[config.mk]
export PLATFORM = sky130hd
export DESIGN_NAME = clk_switch_slew
export DESIGN_NICKNAME = d
export VERILOG_FILES = /design/src/rtl/clk_sw_pkg.sv /design/src/rtl/clk_sw_ctrl.sv /design/src/rtl/clk_postdiv.sv /design/src/rtl/clk_switch_slew.sv
export SDC_FILE = /design/constraint.sdc
export NUM_CORES = 1
export LEC_CHECK = 0
export BUFFER_PORTS_ARGS = -buffer_cell sky130_fd_sc_hd__buf_2
export CAP_MARGIN = 20
export CORE_AREA = 2 2 138 73
export DETAILED_ROUTE_END_ITERATION = 10
export DIE_AREA = 0 0 140 75
export GPL_TIMING_DRIVEN = 0
export PLACE_DENSITY = 0.71
export SYNTH_ARGS = -nofsm -noshare
export SYNTH_HDL_FRONTEND = slang
export SYNTH_SLANG_ARGS = --single-unit
[constraint.sdc]
create_clock -name clk_i -period 3.9 [get_ports clk_i]
set_input_delay 0.39 -clock clk_i [delete_from_list [all_inputs] [get_ports clk_i]]
set_output_delay 0.39 -clock clk_i [all_outputs]
set_load 0.1 [all_outputs]
[src/rtl/clk_sw_pkg.sv]
package clk_sw_pkg;
  localparam int SEL_W  = 3;
  localparam int SEL_N  = 1 << SEL_W;
  localparam int PDIV_W = 4;
  localparam int SDIV_W = 3;
  localparam int HOLD_W = (1 << SDIV_W) - 1;

  // field positions decoded by software
  localparam int OSC_GO_B   = 0;
  localparam int OSC_REQ_LO = 8;
  localparam int OSC_CUR_LO = 12;
  localparam int SLW_BSY_B  = 0;
  localparam int SLW_DN_B   = 1;
  localparam int SLW_UP_B   = 2;
  localparam int SLW_SD_LO  = 8;
  localparam int SLW_PD_LO  = 20;

  typedef enum logic [1:0] {ST_IDLE, ST_CHECK, ST_DROP, ST_RAISE} sw_st_e;
endpackage

[src/rtl/clk_sw_ctrl.sv]
module clk_sw_ctrl
  import clk_sw_pkg::*;
#(
  parameter int N_SRC = 8
) (
  input  logic             clk_i,
  input  logic             rst_ni,
  input  logic [N_SRC-1:0] src_tick_i,
  input  logic [N_SRC-1:0] src_ready_i,
  input  logic             wr_i,
  input  logic             go_i,
  input  logic [SEL_W-1:0] req_sel_i,
  output logic [SEL_W-1:0] cur_o,
  output logic [SEL_W-1:0] req_o,
  output logic             swen_o,
  output logic             mux_tick_o
);
  sw_st_e           st_q;
  logic [SEL_W-1:0] cur_q, nsel_q;
  logic             swen_q;
  logic [SEL_N-1:0] req_q, stg1, gate, tick_ext, rdy_ext;

  assign tick_ext = SEL_N'(src_tick_i);
  assign rdy_ext  = SEL_N'(src_ready_i);

  // two-flop gate per source, advanced by that source's own ticks
  for (genvar i = 0; i < SEL_N; i++) begin : g_gate
    logic s1_q, s2_q;
    always_ff @(posedge clk_i or negedge rst_ni) begin
      if (!rst_ni) begin
        s1_q <= (i == 0);
        s2_q <= (i == 0);
      end else if (tick_ext[i]) begin
        s1_q <= req_q[i];
        s2_q <= s1_q;
      end
    end
    assign stg1[i] = s1_q;
    assign gate[i] = s2_q;
  end

  assign mux_tick_o = |(tick_ext & gate);

  always_ff @(posedge clk_i or negedge rst_ni) begin
    if (!rst_ni) begin
      st_q   <= ST_IDLE;
      cur_q  <= '0;
      nsel_q <= '0;
      swen_q <= 1'b0;
      req_q  <= SEL_N'(1);
    end else begin
      unique case (st_q)
        ST_IDLE: if (wr_i) begin
          nsel_q <= req_sel_i;
          if (go_i) begin
            swen_q <= 1'b1;
            st_q   <= ST_CHECK;
          end
        end
        ST_CHECK: if (!rdy_ext[nsel_q] || nsel_q == cur_q) begin
          swen_q <= 1'b0;
          st_q   <= ST_IDLE;
        end else begin
          req_q[cur_q] <= 1'b0;
          st_q         <= ST_DROP;
        end
        ST_DROP: if (!stg1[cur_q] && !gate[cur_q]) begin
          req_q[nsel_q] <= 1'b1;
          st_q          <= ST_RAISE;
        end
        ST_RAISE: if (gate[nsel_q]) begin
          cur_q  <= nsel_q;
          swen_q <= 1'b0;
          st_q   <= ST_IDLE;
        end
        default: st_q <= ST_IDLE;
      endcase
    end
  end

  assign cur_o  = cur_q;
  assign req_o  = nsel_q;
  assign swen_o = swen_q;


  gate_excl_chk: assert property (@(posedge clk_i) disable iff (!rst_ni) $onehot0(gate));

  cur_on_done_chk: assert property (@(posedge clk_i) disable iff (!rst_ni)
    !$stable(cur_q) |-> (!swen_q && $past(swen_q)));

  reject_hold_chk: assert property (@(posedge clk_i) disable iff (!rst_ni)
    (st_q == ST_CHECK && !rdy_ext[nsel_q]) |=> (!swen_q && $stable(cur_q)));

  busy_wr_ign_chk: assert property (@(posedge clk_i) disable iff (!rst_ni)
    (swen_q && st_q != ST_IDLE) |=> $stable(nsel_q));
endmodule

[src/rtl/clk_postdiv.sv]
module clk_postdiv
  import clk_sw_pkg::*;
(
  input  logic              clk_i,
  input  logic              rst_ni,
  input  logic              mux_tick_i,
  input  logic [PDIV_W-1:0] tgt_i,
  input  logic              dn_en_i,
  input  logic              up_en_i,
  input  logic [SDIV_W-1:0] sdiv_i,
  output logic              busy_o,
  output logic              tick_o
);
  logic [PDIV_W-1:0] eff_q, cnt_q;
  logic [HOLD_W-1:0] hold_q, hold_lim;
  logic              tick_q, busy, go_up, slew_on, step;

  assign busy     = eff_q != tgt_i;
  assign go_up    = eff_q < tgt_i;
  assign slew_on  = go_up ? dn_en_i : up_en_i;
  assign hold_lim = (HOLD_W'(1) << sdiv_i) - HOLD_W'(1);
  assign step     = tick_q && hold_q == hold_lim;

  always_ff @(posedge clk_i or negedge rst_ni) begin
    if (!rst_ni) begin
      cnt_q  <= '0;
      tick_q <= 1'b0;
    end else if (mux_tick_i) begin
      tick_q <= cnt_q >= eff_q;
      cnt_q  <= (cnt_q >= eff_q) ? '0 : cnt_q + PDIV_W'(1);
    end else begin
      tick_q <= 1'b0;
    end
  end

  always_ff @(posedge clk_i or negedge rst_ni) begin
    if (!rst_ni) begin
      eff_q  <= '0;
      hold_q <= '0;
    end else if (!busy) begin
      hold_q <= '0;
    end else if (!slew_on) begin
      eff_q  <= tgt_i;
      hold_q <= '0;
    end else if (step) begin
      eff_q  <= go_up ? eff_q + PDIV_W'(1) : eff_q - PDIV_W'(1);
      hold_q <= '0;
    end else if (tick_q) begin
      hold_q <= hold_q + HOLD_W'(1);
    end
  end

  assign busy_o = busy;
  assign tick_o = tick_q;


  tick_src_chk: assert property (@(posedge clk_i) disable iff (!rst_ni)
    tick_q |-> $past(mux_tick_i));

  idle_hold_chk: assert property (@(posedge clk_i) disable iff (!rst_ni)
    !busy |=> $stable(eff_q));

  dn_step_chk: assert property (@(posedge clk_i) disable iff (!rst_ni)
    (go_up && dn_en_i) |=> (eff_q == $past(eff_q) || eff_q == $past(eff_q) + PDIV_W'(1)));

  up_step_chk: assert property (@(posedge clk_i) disable iff (!rst_ni)
    (busy && !go_up && up_en_i) |=> (eff_q == $past(eff_q) || eff_q == $past(eff_q) - PDIV_W'(1)));
endmodule

[src/rtl/clk_switch_slew.sv]
module clk_switch_slew
  import clk_sw_pkg::*;
#(
  parameter int N_SRC = 8
) (
  input  logic             clk_i,
  input  logic             rst_ni,
  input  logic [N_SRC-1:0] src_tick_i,
  input  logic [N_SRC-1:0] src_ready_i,
  input  logic             osc_wr_i,
  input  logic [31:0]      osc_wdata_i,
  output logic [31:0]      osc_rdata_o,
  input  logic             slew_wr_i,
  input  logic [31:0]      slew_wdata_i,
  output logic [31:0]      slew_rdata_o,
  output logic             sys_tick_o
);
  logic [SEL_W-1:0]  cur, req;
  logic              swen, mux_tick, busy;
  logic              dn_q, up_q;
  logic [SDIV_W-1:0] sd_q;
  logic [PDIV_W-1:0] pd_q;
  logic              unused_wbits;

  assign unused_wbits = ^{osc_wdata_i[31:11], osc_wdata_i[7:1],
                          slew_wdata_i[31:24], slew_wdata_i[19:11],
                          slew_wdata_i[7:3], slew_wdata_i[SLW_BSY_B]};

  clk_sw_ctrl #(.N_SRC(N_SRC)) u_ctrl (
    .clk_i, .rst_ni,
    .src_tick_i, .src_ready_i,
    .wr_i      (osc_wr_i),
    .go_i      (osc_wdata_i[OSC_GO_B]),
    .req_sel_i (osc_wdata_i[OSC_REQ_LO +: SEL_W]),
    .cur_o     (cur),
    .req_o     (req),
    .swen_o    (swen),
    .mux_tick_o(mux_tick)
  );

  always_ff @(posedge clk_i or negedge rst_ni) begin
    if (!rst_ni) begin
      dn_q <= 1'b0;
      up_q <= 1'b0;
      sd_q <= '0;
      pd_q <= '0;
    end else if (slew_wr_i) begin
      dn_q <= slew_wdata_i[SLW_DN_B];
      up_q <= slew_wdata_i[SLW_UP_B];
      sd_q <= slew_wdata_i[SLW_SD_LO +: SDIV_W];
      pd_q <= slew_wdata_i[SLW_PD_LO +: PDIV_W];
    end
  end

  clk_postdiv u_div (
    .clk_i, .rst_ni,
    .mux_tick_i(mux_tick),
    .tgt_i     (pd_q),
    .dn_en_i   (dn_q),
    .up_en_i   (up_q),
    .sdiv_i    (sd_q),
    .busy_o    (busy),
    .tick_o    (sys_tick_o)
  );

  always_comb begin
    osc_rdata_o = '0;
    osc_rdata_o[OSC_GO_B]             = swen;
    osc_rdata_o[OSC_REQ_LO +: SEL_W]  = req;
    osc_rdata_o[OSC_CUR_LO +: SEL_W]  = cur;
    slew_rdata_o = '0;
    slew_rdata_o[SLW_BSY_B]           = busy;
    slew_rdata_o[SLW_DN_B]            = dn_q;
    slew_rdata_o[SLW_UP_B]            = up_q;
    slew_rdata_o[SLW_SD_LO +: SDIV_W] = sd_q;
    slew_rdata_o[SLW_PD_LO +: PDIV_W] = pd_q;
  end
endmodule

==> After elaboration in Yosys (flattened, before gate mapping) <==
Cells that the tools add are included.
{ "classes": {"n_lt_le_gt_ge": 6, "div_mod_pow": 0, "bitwise": 4, "shift": 1, "addsub": 5, "n_reduce_logical": 18, "mul": 0, "n_eq_ne": 14, "n_mux": 36} }
{ "ops": {"columns": ["operator", "n"], "rows": [
  ["$mux W7", 4],
  ["$and A8 B8 Y8", 2],
  ["$mux W4", 4],
  ["$mux W8", 2],
  ["$pmux W8 S2", 1],
  ["$bmux W1 S3", 4],
  ["$mux W1", 12],
  ["$mux W2", 5],
  ["$add A4 B1 Y4 const B", 2],
  ["$lt A3 B4 Y1 const B", 2],
  ["$ne A2 B2 Y1 const B", 4],
  ["$not A8 Y8", 1],
  ["$or A8 B8 Y8", 1],
  ["$pmux W2 S4", 1],
  ["$reduce_or A8 Y1", 1],
  ["$add A7 B1 Y7 const B", 1],
  ["$eq A7 B7 Y1", 1],
  ["$shl A1 B3 Y7 const A", 1],
  ["$sub A7 B2 Y7 const B", 1],
  ["$demux W1 S3", 2],
  ["$ge A3 B1 Y1 const B", 2],
  ["$ne A2 B1 Y1 const B", 3],
  ["$reduce_and A2 Y1", 3],
  ["$reduce_and A5 Y1", 1],
  ["other kinds (17)", 23]
]} }
{ "totals": {"elab_cells": 113, "romBits": 0, "latch_bits": 0, "memories": 0, "inputBits": 84, "mem_bits_rw": 0, "output_inout_bits": 65, "regBits": 58} }

==> Logic depth before layout (Yosys ltp) <==
{ "logic_depth": {"word_depth": 8, "mapped_depth": 12, "depth_no_buf": 12} }

==> By module <==
From an unflattened synthesis, not the netlist that was laid out.
{ "unflattened": {"cells_unflattened": 342, "hier_area_um2": 3679.8} }
{ "by_module_without_submodules": {"columns": ["module", "area_per_inst_um2", "instances", "seq_area_each_um2", "cells_per_inst"], "rows": [
  ["clk_sw_ctrl", 1677.9, 1, 829.5, 140],
  ["clk_postdiv", 1243.7, 1, 400.4, 131],
  ["clk_switch_slew", 758.2, 1, 225.2, 71]
]} }

==> Least setup slack after synthesis <==
No wires, ideal clock.
{ "synth_timing": {"path_kind": "reg-to-reg", "from": "register pd_q[3]", "to": "register u_div.eff_q[3]", "path_stages_with_launch": 12, "setup_ps": 130, "path_slack_ps": 762, "synth_period_minus_slack_ps": 3138, "required_time_ps": 3770, "arrival_time_ps": 3007, "path_buffers": 0, "path_cell_list": "dfrtp_1 -> inv_1 -> ha_1 -> nand2_1 -> o21ai_1 -> ha_1 -> a21o_1 -> a21oi_1 -> xnor2_1 -> and3_1 -> a211oi_1 -> mux2i_1"} }
{ "synth_via": {"elab_chain_cells": 4, "elab_cells_between_ends": 8, "cone_classes": "order compare: 1; eq/ne: 2; mux: 4; reduce/logical: 1"} }
{ "synth_lines": {"columns": ["element", "line_no", "source"], "rows": [
  ["from (decl)", "clk_switch_slew.sv:22", "logic [PDIV_W-1:0] pd_q;"],
  ["from (signal assigned)", "clk_switch_slew.sv:51", "pd_q <= slew_wdata_i[SLW_PD_LO +: PDIV_W];"],
  ["$lt A4 B4 Y1", "clk_postdiv.sv:19", "assign go_up = eff_q < tgt_i;"],
  ["$mux W1 / $mux W4 (equally long branches)", "clk_postdiv.sv:20, clk_postdiv.sv:46", null],
  ["$ne A2 B2 Y1 (no line) / $mux W4 (equally long branches)", null, null],
  ["$reduce_and A2 Y1 (no line) / $mux W4 (equally long branches)", null, null],
  ["to (signal assigned)", "clk_postdiv.sv:43", "eff_q <= tgt_i;"],
  ["to (signal assigned)", "clk_postdiv.sv:46", "eff_q <= go_up ? eff_q + PDIV_W'(1) : eff_q - PDIV_W'(1);"],
  ["to (decl)", "clk_postdiv.sv:14", "logic [PDIV_W-1:0] eff_q, cnt_q;"]
]} }
Parallel ways exist; a longest one is shown, timed or not. The select of a mux whose other input is x is not followed.
A chain may end at the register's enable or synchronous reset.

==> Worst setup path after layout <==
{ "layout_timing": {"from": "register sd_q[2]", "to": "register u_div.eff_q[0]"} }
{ "layout_via": {"elab_chain_cells": 6} }
{ "layout_lines": {"columns": ["element", "line_no", "source"], "rows": [
  ["from (decl)", "clk_switch_slew.sv:21", "logic [SDIV_W-1:0] sd_q;"],
  ["from (signal assigned)", "clk_switch_slew.sv:50", "sd_q <= slew_wdata_i[SLW_SD_LO +: SDIV_W];"],
  ["$shl A1 B3 Y7", "clk_postdiv.sv:21", "assign hold_lim = (HOLD_W'(1) << sdiv_i) - HOLD_W'(1);"],
  ["$sub A7 B2 Y7", "clk_postdiv.sv:21", null],
  ["$eq A7 B7 Y1", "clk_postdiv.sv:22", "assign step = tick_q && hold_q == hold_lim;"],
  ["$logic_and A1 B1 Y1", "clk_postdiv.sv:22", null],
  ["$ne A2 B2 Y1 (no line)", null, null],
  ["$reduce_and A2 Y1 (no line)", null, null]
]} }
Every way passes these cells.

==> reports/qor.csv <==
metric,value,unit
outcome,"finished, violations left",
failing checks,DRC,
Slew HR,58.3,%
Gate Count Post-Synth,347,
CTS buffer count,9,
GPL Wtd Cong,0.914,
# port buffers,50,
Root Driver,clkbuf_16,
Final Max Slew Viols,0,
Diodes inserted,0,
total number of vias,2689,
post-cts sizing count,0,
"top cells by count, synth","55 x dfrtp_1, 51 x buf_4, 24 x mux2_2",
largest family of logic cells by synthesized area,multiplexers,
Synth area leaders,"dfrtp_1 38%, buf_4 11%, mux2_2 7.5%",
layout net count,553,
GRT Total Usage,16.3,%
ANT nets after route,0,
asr flop ratio synth,100,%
post-synthesis mux area share,13.7,%
Fin Hold WS,71.8,ps
leading area contributor after synthesis,dfrtp_1,
share of cells above drive strength 1,35.4,%
Area after DPL,0.00420,sq mm
most numerous cell in the Yosys netlist,dfrtp_1,
commonest register cell after synthesis,dfrtp_1,
final worst path period need,2850,ps
Post-CTS Setup Bufs,0,
hold_buf cts,0,
Synth Area in XOR/XNOR,4.38,%
clk sinks,58,
Synth Area in Simple Gates,12.7,%
adder-cell share of the synthesized area,5.07,%
Leak,2.12,nW
fmax,351,MHz
CORE AREA,0.00923,sq mm
Ports,149,
Synth Warn #,0,
Via-to-Cell Ratio,4.63,
CTS tree,built,
worst skew pair latency,320,ps
worst hold-check path type,input port to async pin,
Initial Utilization,39.0,%
Area Overhead vs Synth,23.9,%
Setup crit end,u_div.eff_q[0],
Mapped Area,0.00360,sq mm
GR Overflow Total,0,
reg-to-reg endpoint,u_div.eff_q[0],
Yosys reg bits,58,
Worst setup EP type,register,
H-tree depth,3,
Crit Path Category,register to register,
WP data required,4100,ps
Synth top area share,38.2,%
DR pass1 iterations,8,
area fraction in compound gates after synthesis,10.2,%
Clock Tree Buf Depth,2,
post-synthesis cell type count,54,
VDD IR-drop max,0.353,mV
initial antenna violation count,0,
worst setup margin,1050,ps
RR Startpoint,sd_q[2],
clock skew,5.50,ps
"Arr. time, crit path",3050,ps
largest net degree at the start of global routing,36,
"Clk pin slew, worst setup/hold paths",50,ps
Die X,140,um
drt wl/cell,13.9,um
max-capacitance violation count,0,
number of synthesized flops with an enable pin,0,
die extent in y,75,um
DR iter-0 viols,197,
Crit Path Max Fanout,10,
"Setup violations, final",0,
Tightest Pin Transition,621,ps
vias in the first global route,2556,
post-synthesis sequential area ratio,40.4,%
unrepaired setup endpoints after global routing,false,
die outline area,0.0105,sq mm
Final HPWL DP,6510,um
period utilization,73.0,%
Final Hold Viols,0,
drc violations,5,
setup TNS,0,ps
P per Cell Area,806,mW/mm^2
# rows,25,
post-route cell area,0.00446,sq mm
worst setup path startpoint,sd_q[2],
R2R setup slack,1050,ps
Routed WL,8090,um
pre-CTS WS,1080,ps
first-pass GRT wire length,13000,um
worst r2r path cells,9,
startpoint types,register,
Mean Syn Cell Area,10.4,sq um
## through the flow
stage	utilization, %	std cells	power (mW)
after detailed placement	45.5	565	2.88
final	48.4	581	3.60
after floorplan	-	393	2.52
after CTS	48.4	581	3.59
after global routing	48.4	581	3.82
after global placement	45.3	564	2.82
## flip-flops by register name (all words and copies together), names as in the netlist, 4 cells and up, named ones only
signal / flops
pd_q: 4
u_ctrl.g_gate.s1_q: 8
u_div.hold_q: 7
u_ctrl.g_gate.s2_q: 8
u_ctrl.req_q: 8
u_div.eff_q: 4
u_div.cnt_q: 4
## metal layers
metal,share of wire [%],GRT usage [%],vias to the layer above
met3,8.5,5.53,10
met2,40,23.0,99
li1,-,-,1339
met4,1.3,4.94,0
met1,50,23.8,1241
met5,0,0,-
## final cells by class
class,count,area [sq um]
Buffer,61,438
Clock inverter,3,15.0
Inverter,13,48.8
Tap cell,121,151
Sequential cell,58,1460
Fill cell,864,4770
Clock buffer,13,250
Multi-Input combinational cell,261,1830
Timing Repair Buffer,51,270
## placed cells by master, fill, tap and decap left out, types with 3 or more instances in the layout
cell type / n
buf_4: 51
o22ai_1: 3
or2_2: 3
and4_1: 3
buf_2: 52
mux2_1: 3
a21o_1: 6
nand2b_1: 7
mux2_2: 24
o21ai_0: 8
nand2_1: 19
nor3_1: 3
a21oi_1: 10
xor2_1: 5
ha_1: 13
dfstp_2: 3
clkbuf_16: 9
nand4_1: 4
nor2_1: 11
mux2i_1: 12
dfrtp_1: 55
o21ai_1: 18
xnor2_1: 13
nor2_2: 6
clkbuf_1: 9
nand3_1: 8
clkinv_2: 3
a22oi_1: 5
inv_1: 13
conb_1: 47
## report_power, final
group,internal (mW),switching [mW]
clock,0.444,0.257
combinational,0.631,1.24
sequential,0.822,0.201
total,1.90,1.70
## critical path: stages, from the launching register on
cell      delay [ps]
dfrtp_1          410
buf_2            200
or3_1            390
ha_1             270
or4b_4           550
o211ai_2         100
xnor2_1          160
and4_1           250
a21oi_2           90
a211o_1          310
## worst min-delay path by stage
| stage | cells after the start | slack (ps) | startpoint | end |
|---|---|---|---|---|
| floorplan | 0 | 90 | rst_ni | async pin |
| global placement | 2 | 490 | u_ctrl.req_q[0] | u_ctrl.req_q[0] |
| detailed placement | 1 | 420 | rst_ni | u_ctrl.req_o[2] |
| CTS | 1 | 80 | rst_ni | u_ctrl.req_o[2] |
| global route | 1 | 100 | rst_ni | u_ctrl.req_o[2] |
| finish | 1 | 70 | rst_ni | u_ctrl.req_o[2] |
## cell families (layout without fill, tap and decap cells)
group                    Yosys count  count (layout)
multiplexers                      42              42
other                              1              47
adder cells (fa/ha/maj)           14              14
buffers and inverters             74             141
flip-flops                        58              58
AO/OA/AOI/OAI                     59              59
XOR/XNOR                          18              18
AND/OR/NAND/NOR                   81              81
(Power assumes the default switching activity.)
